`src/rtl/dio_regfile.sv`:
```
module dio_regfile #(
  parameter int W           = 8,
  parameter int SYNC_STAGES = 2
) (
  input  logic         clk,
  input  logic         rst_n,
  input  logic [1:0]   reg_addr,
  input  logic         reg_wr,
  input  logic         reg_rd,
  input  logic [W-1:0] reg_wdata,
  output logic [W-1:0] reg_rdata,
  input  logic [W-1:0] pa_in,
  output logic [W-1:0] pa_out,
  output logic [W-1:0] pa_oe,
  input  logic [W-1:0] pb_in,
  output logic [W-1:0] pb_out,
  output logic [W-1:0] pb_oe,
  output logic         led_pin
);
  localparam logic [1:0] OFS_A   = 2'd0;
  localparam logic [1:0] OFS_B   = 2'd1;
  localparam logic [1:0] OFS_LED = 2'd2;
  localparam logic [1:0] OFS_DIR = 2'd3;
  localparam int SW = SYNC_STAGES * W;

  logic [W-1:0]  a_q, b_q;
  logic [1:0]    dir_q;
  logic          led_q;
  logic [SW-1:0] a_pipe, b_pipe;
  logic [W-1:0]  a_seen, b_seen;

  always_ff @(posedge clk or negedge rst_n) begin
    if (!rst_n) begin
      a_q   <= '0;
      b_q   <= '0;
      dir_q <= '0;
      led_q <= 1'b1;
    end else if (reg_wr) begin
      case (reg_addr)
        OFS_A:   a_q   <= reg_wdata;
        OFS_B:   b_q   <= reg_wdata;
        OFS_LED: led_q <= reg_wdata[0];
        default: dir_q <= reg_wdata[1:0];
      endcase
    end
  end

  always_ff @(posedge clk or negedge rst_n) begin
    if (!rst_n) begin
      a_pipe <= '0;
      b_pipe <= '0;
    end else begin
      a_pipe <= {a_pipe[SW-W-1:0], pa_in};
      b_pipe <= {b_pipe[SW-W-1:0], pb_in};
    end
  end

  assign a_seen  = a_pipe[SW-1 -: W];
  assign b_seen  = b_pipe[SW-1 -: W];

  assign pa_out  = a_q;
  assign pb_out  = b_q;
  assign pa_oe   = {W{dir_q[0]}};
  assign pb_oe   = {W{dir_q[1]}};
  assign led_pin = ~led_q;

  always_comb begin
    reg_rdata = '0;
    if (reg_rd) begin
      case (reg_addr)
        OFS_A:   reg_rdata = dir_q[0] ? a_q : a_seen;
        OFS_B:   reg_rdata = dir_q[1] ? b_q : b_seen;
        OFS_DIR: reg_rdata = {{(W-2){1'b0}}, dir_q};
        default: reg_rdata = '0;
      endcase
    end
  end
endmodule

```
`config.mk`:
```
export PLATFORM = sky130hd
export DESIGN_NAME = dio_regfile
export DESIGN_NICKNAME = d
export VERILOG_FILES = /design/src/rtl/dio_regfile.sv
export SDC_FILE = /design/constraint.sdc
export NUM_CORES = 1
export LEC_CHECK = 0
export BUFFER_PORTS_ARGS = -buffer_cell sky130_fd_sc_hd__buf_2
export CORE_MARGIN = 2
export CORE_UTILIZATION = 45
export CTS_CLUSTER_DIAMETER = 60
export CTS_CLUSTER_SIZE = 24
export DETAILED_ROUTE_END_ITERATION = 7
export PLACE_DENSITY = 0.76
export SYNTH_ARGS = -nofsm -noshare
export SYNTH_HDL_FRONTEND = slang
export SYNTH_SLANG_ARGS = --single-unit
```
`constraint.sdc`:
```
create_clock -name clk -period 1.8 [get_ports clk]
set_input_delay 0.45 -clock clk [delete_from_list [all_inputs] [get_ports clk]]
set_output_delay 0.45 -clock clk [all_outputs]
set_load 0.01 [all_outputs]
```
# [Yosys cells after proc, flatten, opt, wreduce, memory -nomap -nowiden]
# Cells that the tools add are included.
[word_totals] register_bits=51 inputBits=30 out_inout_bits=41
[op_classes] bitwise=2 reduce_logical=6 muxes=4 eq_ne=3
[ops] cell="8-bit two-way mux" count=3
[ops] cell="8-bit one-hot mux with 3 select lines" count=1
[ops] cell="2-bit AND reduction" count=4
[ops] cell="2-bit == test (second input constant)" count=2
[ops] cell="3-bit OR reduction" count=1
[ops] cell="2-bit by 1-bit == test with 1-bit output (second input constant)" count=1
[ops] cell="2-bit zero test" count=1
[ops] cell="1-bit inverter" count=2

# [Depth between registers and ports, before layout]
# Gate-level depths: netlist of the first run.
[logic_depth] ltp_word=4 depth_mapped=5 mapped_depth_nobuf=3

# [Least setup slack after synthesis of the first run]
# No wires, ideal clock.
[synth_path] path_kind="flip-flop to output port" from="reg dir_q[0]" to="out reg_rdata[0]" slack_ns=0.029 arrival_ns=1.321 path_stages_with_launch=5 cell_sequence="dfrtp_1 buf_2 nor4b_1 a31oi_1 a31oi_1"
[synth_between] elab_chain_cells=3
[synth_lines] element="from (decl)" line_no="27" rtl="logic [1:0] dir_q;"
[synth_lines] element="from (signal assigned)" line_no="43" rtl="default: dir_q <= reg_wdata[1:0];"
[synth_lines] element="8-bit two-way mux" line_no="71" rtl="OFS_A: reg_rdata = dir_q[0] ? a_q : a_seen;"
[synth_lines] element="8-bit one-hot mux with 3 select lines *" line_no="70" rtl="case (reg_addr)"
[synth_lines] element="8-bit two-way mux *" line_no="69" rtl="if (reg_rd) begin"
[synth_lines] element="to (decl)" line_no="11" rtl="output logic [W-1:0] reg_rdata,"
# Every way passes the cells marked *; elsewhere a longest branch is shown, timed or not.

# [Worst setup path in the final report of the first run]
[layout_path] from="reg dir_q[0]" to="out reg_rdata[5]"
[layout_between] elab_chain_cells=3
[layout_lines] element="8-bit two-way mux" line_no="71"
[layout_lines] element="8-bit one-hot mux with 3 select lines" line_no="70"
[layout_lines] element="8-bit two-way mux" line_no="69"
# Every way passes these cells.

==> results of run 1 <==
[registers in the layout (all words and copies together) (netlist names)]
signal  count
pa_out      8
a_pipe     16
b_pipe     16
pb_out      8
dir_q       2
led_q       1
[per-stage QoR]
step                      instances  util (%)  setup TNS (ns)
after floorplan                 137         -               0
after global placement          252      54.8         -0.0734
after detailed placement        252      54.8          -0.118
after CTS                       262      58.4           -1.01
after global routing            262      59.0           -1.49
final                           262      59.0          -0.833
[cells by family after synthesis]
kind of cell,count (synthesis),share of synthesized area [%]
mux,33,19.1
flops,51,63.2
compound gates,12,4.21
buf+inv,22,8.29
simple gates,19,5.20
[final cells by class]
type | instances | area, sq um | area share (%)
flip-flops and latches | 51 | 1280 | 49.8
multi-input cells | 64 | 614 | 23.9
repair buffers | 85 | 490 | 19.1
clock buffers | 5 | 68.8 | 2.68
well taps | 52 | 65.1 | 2.53
clock inverters | 3 | 43.8 | 1.70
inverters | 2 | 7.51 | 0.292
[what timing repair did]
action / 4_1_cts / 5_1_grt
setup buffers: 2 / 0
gates resized for setup: 10 / 7
gates cloned: 0 / 0
hold endpoints to repair: 0 / 0
pin swaps: 5 / 5
setup endpoints to repair: 8 / 8
[report_power, final]
group	internal [mW]	switching, mW
Sequential	1.27	0.0875
Combinational	0.354	0.302
Clock	0.414	0.361
Total	2.03	0.751
[how the worst min path moves through the flow]
| stage | startpoint | end | depth (start not counted) |
|---|---|---|---|
| 6_report | rst_n | pb_out[7]$_DFFE_PN0P_ | 1 |
| 5_1_grt | rst_n | pb_out[7]$_DFFE_PN0P_ | 1 |
| 4_1_cts | rst_n | pb_out[7]$_DFFE_PN0P_ | 1 |
| 3_5_place_dp | a_pipe[6]$_DFF_PN0_ | a_pipe[14]$_DFF_PN0_ | 0 |
| 3_3_place_gp | rst_n | pa_out[7]$_DFFE_PN0P_ | 1 |
| 2_1_floorplan | rst_n | a_pipe[0]$_DFF_PN0_ | 0 |
[layer usage]
layer,share of wire [%],track usage (%),up-vias
met5,0,0,-
met4,1.6,6.50,0
met3,7.4,5.41,5
met2,49,26.7,55
met1,42,20.7,626
li1,-,-,599
[worst max-delay path, delay by kind of cell, from the launching register on]
family | cells | cell delay (ns)
AOI/OAI and AO/OA | 1 | 0.23
and+or+nand+nor | 1 | 0.09
buffers and inverters | 2 | 0.29
muxes | 1 | 0.12
DFF | 1 | 0.46
[cell usage in the layout (no fill, tap or decap)]
cell type / instances
buf_2: 70
dfrtp_1: 48
mux2i_1: 12
mux2_2: 12
buf_4: 10
mux2_4: 9
clkbuf_8: 5
o22a_1: 4
buf_6: 4
and2_1: 3
nor2_2: 3
nor2_1: 3
o22ai_1: 2
inv_1: 2
o21ai_1: 2
nand2_1: 2
nand3_2: 2
a31oi_2: 2
nand3_1: 2
dfrtp_2: 2
or2_1: 1
nand2b_1: 1
o21a_1: 1
nor3b_2: 1
a21boi_1: 1
nor4b_2: 1
bufinv_16: 1
clkinv_4: 1
clkinv_2: 1
dfstp_2: 1
buf_12: 1
==> results.json, run 1 <==
{
  "viasPerCell": 4.90,
  "finalCritPeriodShare_pct": 108,
  "yosys-top-cells-area": "dfrtp_1 62%, mux2_2 7.2%, mux2i_1 5.9%, mux2_4 5.9%, buf_4 5.2%",
  "crit_path_cell_trace": "buf_6, mux2i_1, o22a_1, nor2_2, buf_2",
  "total_power_mw": 2.78,
  "ant_nets": 0,
  "ys_seq_area_share_pct": 63.2,
  "violations": "negative hold slack, negative setup slack",
  "worst_skew_pair.late_latency_ns": 0.30,
  "arrival_ns": 1.49,
  "rows": 24,
  "nets": 239,
  "endpoint": "reg_rdata[5]",
  "drv_cap": 0,
  "n_fill_cell": 350,
  "ff2ff_path_depth": 3,
  "post_drt_wl_per_cell_um": 14.6,
  "crit_required_ns": 1.35,
  "synth_area_sq_um": 2020,
  "ys.flop_type": "dfrtp_1",
  "routed_wl_um": 3830,
  "vias": 1285,
  "reg2reg_from": "dir_q[0]$_DFFE_PN0P_",
  "drtIter0Drc": 44,
  "initial_core_util_pct": 46.4,
  "grt_pass1_wl_um": 6180,
  "clockBufferDepth": 2,
  "relSlewSlack_pct": 81.8,
  "syn_avg_cell_area_sq_um": 14.8,
  "status": "finished with violations",
  "power_leakage_nw": 1.28,
  "hold_path_class": "input port to asynchronous set/reset pin",
  "hold_violations": 1,
  "regToRegSetupSlack_ns": 0.70,
  "cts_root_buffer": "clkbuf_8",
  "die_y_um": 71.0,
  "synth_nets": 167,
  "final-setup-viol-count": 8,
  "fin_worst_skew_ns": 0.00751,
  "setup_slack_ns": -0.136,
  "antennaDiodeCount": 0,
  "die_x_um": 71.0,
  "cellPowerDensity_nw_per_um2": 1080,
  "dr.pass1.iters": 4,
  "dpl_cell_area_sq_um": 2390,
  "synth_cell_types": 25,
  "rsz0062_at_grt": "true",
  "slowest_delay_ns": 0.46,
  "syn_inst": 137,
  "ir_worst_vdd_v": 0.000710,
  "syn2layout_area_growth_pct": 27.1,
  "grt_max_degree": 42,
  "synth_top_area_share_pct": 61.9,
  "cp_max_fo": 5,
  "dieArea_sq_um": 5050,
  "post-route-drc-count": 0,
  "io_buffers": 70,
  "drive_gt1_share_pct": 60.0,
  "synth_edf_count": 0,
  "place.gp.congestion": 0.834,
  "core_sq_um": 4350,
  "yosys.area.top_type": "dfrtp_1",
  "grt.total_usage_pct": 16.5,
  "overflow": 0,
  "final_area_sq_um": 2570,
  "cp_slowest_cell": "dfrtp_2",
  "post-dp-hpwl_um": 2880,
  "cts_hold_buf": 0,
  "critPathKind": "register to output port",
  "cts_made_buffers": 5,
  "yosys_warnings": 0,
  "worstMarginPinSlew_ns": 0.272,
  "rr_endpoint": "dir_q[0]$_DFFE_PN0P_",
  "maxSlewViolCount": 0,
  "path_clk_slew_ns": 0.09,
  "max_freq_mhz": 517,
  "async_flop_share_pct": 100,
  "worst_setup_path_start_kind": "register",
  "cp-end-kind": "output port",
  "antenna_found_initial": 0,
  "holdWs_ns": -0.000275,
  "ioPinCount": 71,
  "ys_ff_latch": 51,
  "htree_levels": 2,
  "synth.most_common_cell": "dfrtp_1",
  "clock-sinks": 51,
  "synth_commonest_cells": "50 x dfrtp_1, 14 x buf_4, 13 x mux2_2, 12 x mux2i_1, 8 x mux2_4",
  "cts_tree": "yes",
  "startpoint": "dir_q[0]$_DFFE_PN0P_",
  "grt_pass1_vias": 1293,
  "period_needed_ns": 1.94,
  "pre_cts_ws_ns": -0.0523
}
Power figures use the tool's default switching activity.
==> run 2: changes to the inputs <==
ABC_AREA = 0   (was unset)
CORE_UTILIZATION = 49   (was 45)
PLACE_DENSITY = 0.82   (was 0.76)
==> results.json, run 2 (same netlist as run 1, synthesis figures left out) <==
{
  "status": "finished with violations",
  "violations": "negative setup slack",
  "rsz0062_at_grt": "true",
  "ant_nets": 0,
  "post-dp-hpwl_um": 2930,
  "setup_slack_ns": -0.150,
  "grt.total_usage_pct": 18.4,
  "cts_tree": "yes",
  "cts_made_buffers": 5,
  "ioPinCount": 71,
  "cp_max_fo": 5,
  "drive_gt1_share_pct": 57.6,
  "worst_setup_path_start_kind": "register",
  "clockBufferDepth": 2,
  "worst_skew_pair.late_latency_ns": 0.30,
  "ff2ff_path_depth": 2,
  "htree_levels": 2,
  "viasPerCell": 4.88,
  "cts_root_buffer": "clkbuf_8",
  "fin_cells": 260,
  "worstMarginPinSlew_ns": 0.392,
  "ir_worst_vdd_v": 0.000753,
  "arrival_ns": 1.50,
  "post-route-util_pct": 63.5,
  "max_freq_mhz": 513,
  "place.gp.congestion": 0.892,
  "clock-sinks": 51,
  "hold_path_class": "input port to asynchronous set/reset pin",
  "maxSlewViolCount": 0,
  "fin_worst_skew_ns": 0.00558,
  "antennaDiodeCount": 0,
  "layout_commonest_cell": "buf_2",
  "placed_cells": 251,
  "power_leakage_nw": 1.26,
  "final-setup-viol-count": 8,
  "path_clk_slew_ns": 0.10,
  "post_drt_wl_per_cell_um": 15.0,
  "vias": 1269,
  "dr.pass1.iters": 4,
  "overflow": 0,
  "drtIter0Drc": 21,
  "rows": 23,
  "grt_max_degree": 36,
  "io_buffers": 70,
  "relSlewSlack_pct": 73.9,
  "die_y_um": 68.2,
  "antenna_found_initial": 0,
  "hold_violations": 0,
  "regToRegSetupSlack_ns": 0.81,
  "core_sq_um": 3970,
  "die_x_um": 68.2,
  "n_fill_cell": 316,
  "grt_pass1_wl_um": 5920,
  "grt_pass1_vias": 1259,
  "drv_cap": 0,
  "final_cell_mix": "70 x buf_2, 48 x dfrtp_1, 12 x mux2i_1, 12 x mux2_2, 11 x buf_4",
  "routed_wl_um": 3890,
  "cellPowerDensity_nw_per_um2": 1050,
  "finalCritPeriodShare_pct": 108,
  "nets": 239,
  "top_regs": "a_pipe (16), b_pipe (16)",
  "cp-end-kind": "output port",
  "post-route-drc-count": 0,
  "dieArea_sq_um": 4660,
  "crit_required_ns": 1.35,
  "initial_core_util_pct": 50.9,
  "syn2layout_area_growth_pct": 24.8,
  "critPathKind": "register to output port",
  "period_needed_ns": 1.95
}
-- run 2: through the flow --
stage	power [mW]	hold WS [ns]	cell area (sq um)	setup WS, ns	TNS [ns]
final	2.64	0.0425	2520	-0.150	-0.883
after detailed placement	2.00	0.335	2390	-0.0454	-0.212
after CTS	2.66	0.0571	2510	-0.144	-0.943
after global routing	2.78	0.0662	2520	-0.217	-1.50
after floorplan	1.77	0.154	2020	0.0292	0
after global placement	1.97	0.332	2390	0.000611	0
-- run 2: power by group --
group          switching, mW  internal [mW]  total (mW)  leakage [nW]
clock                  0.368          0.279       0.647        0.0418
sequential            0.0883           1.27        1.36         0.594
combinational          0.297          0.345       0.642         0.622
total                  0.753           1.89        2.64          1.26
-- run 2: final timing paths --
check | startpoint | end
setup / recovery | dir_q[0]$_DFFE_PN0P_ | reg_rdata[5]
hold / removal | rst_n | pa_out[4]$_DFFE_PN0P_
setup reg to reg | dir_q[0]$_DFFE_PN0P_ | dir_q[0]$_DFFE_PN0P_
hold reg to reg | a_pipe[3]$_DFF_PN0_ | a_pipe[11]$_DFF_PN0_
max in group asynchronous | rst_n | a_pipe[3]$_DFF_PN0_
min in group clk | pa_in[4] | a_pipe[4]$_DFF_PN0_
-- run 2: timing repair --
action,in CTS,in global routing
hold buffers,0,0
pin swaps,4,2
endpoints found under the setup margin,8,8
gates resized for setup,11,0
setup buffers,0,1
-- run 2: per-layer routing --
metal	part of all wire [%]	vias to the layer above	routed length, um	GRT usage (%)
li1	-	598	-	-
met1	39	611	1510	21.5
met2	53	51	2050	30.8
met3	6.2	9	241	5.76
met4	2.2	0	84	8.50
met5	0	-	0	0
-- run 2: worst max-delay path: stages (launching register included) --
cell and delay, ns:
dfrtp_2 0.46, buf_4 0.18, mux2i_1 0.14, o22a_1 0.21, nor2_1 0.09, buf_2 0.14
-- run 2: final cells by class --
cell class / instances / area, sq um / area share [%]
well taps: 50 / 62.6 / 2.48
repair buffers: 85 / 487 / 19.3
clock buffers: 6 / 72.6 / 2.88
inverters: 2 / 7.51 / 0.298
multi-input cells: 64 / 597 / 23.7
flip-flops and latches: 51 / 1280 / 50.7
clock inverters: 2 / 16.3 / 0.645
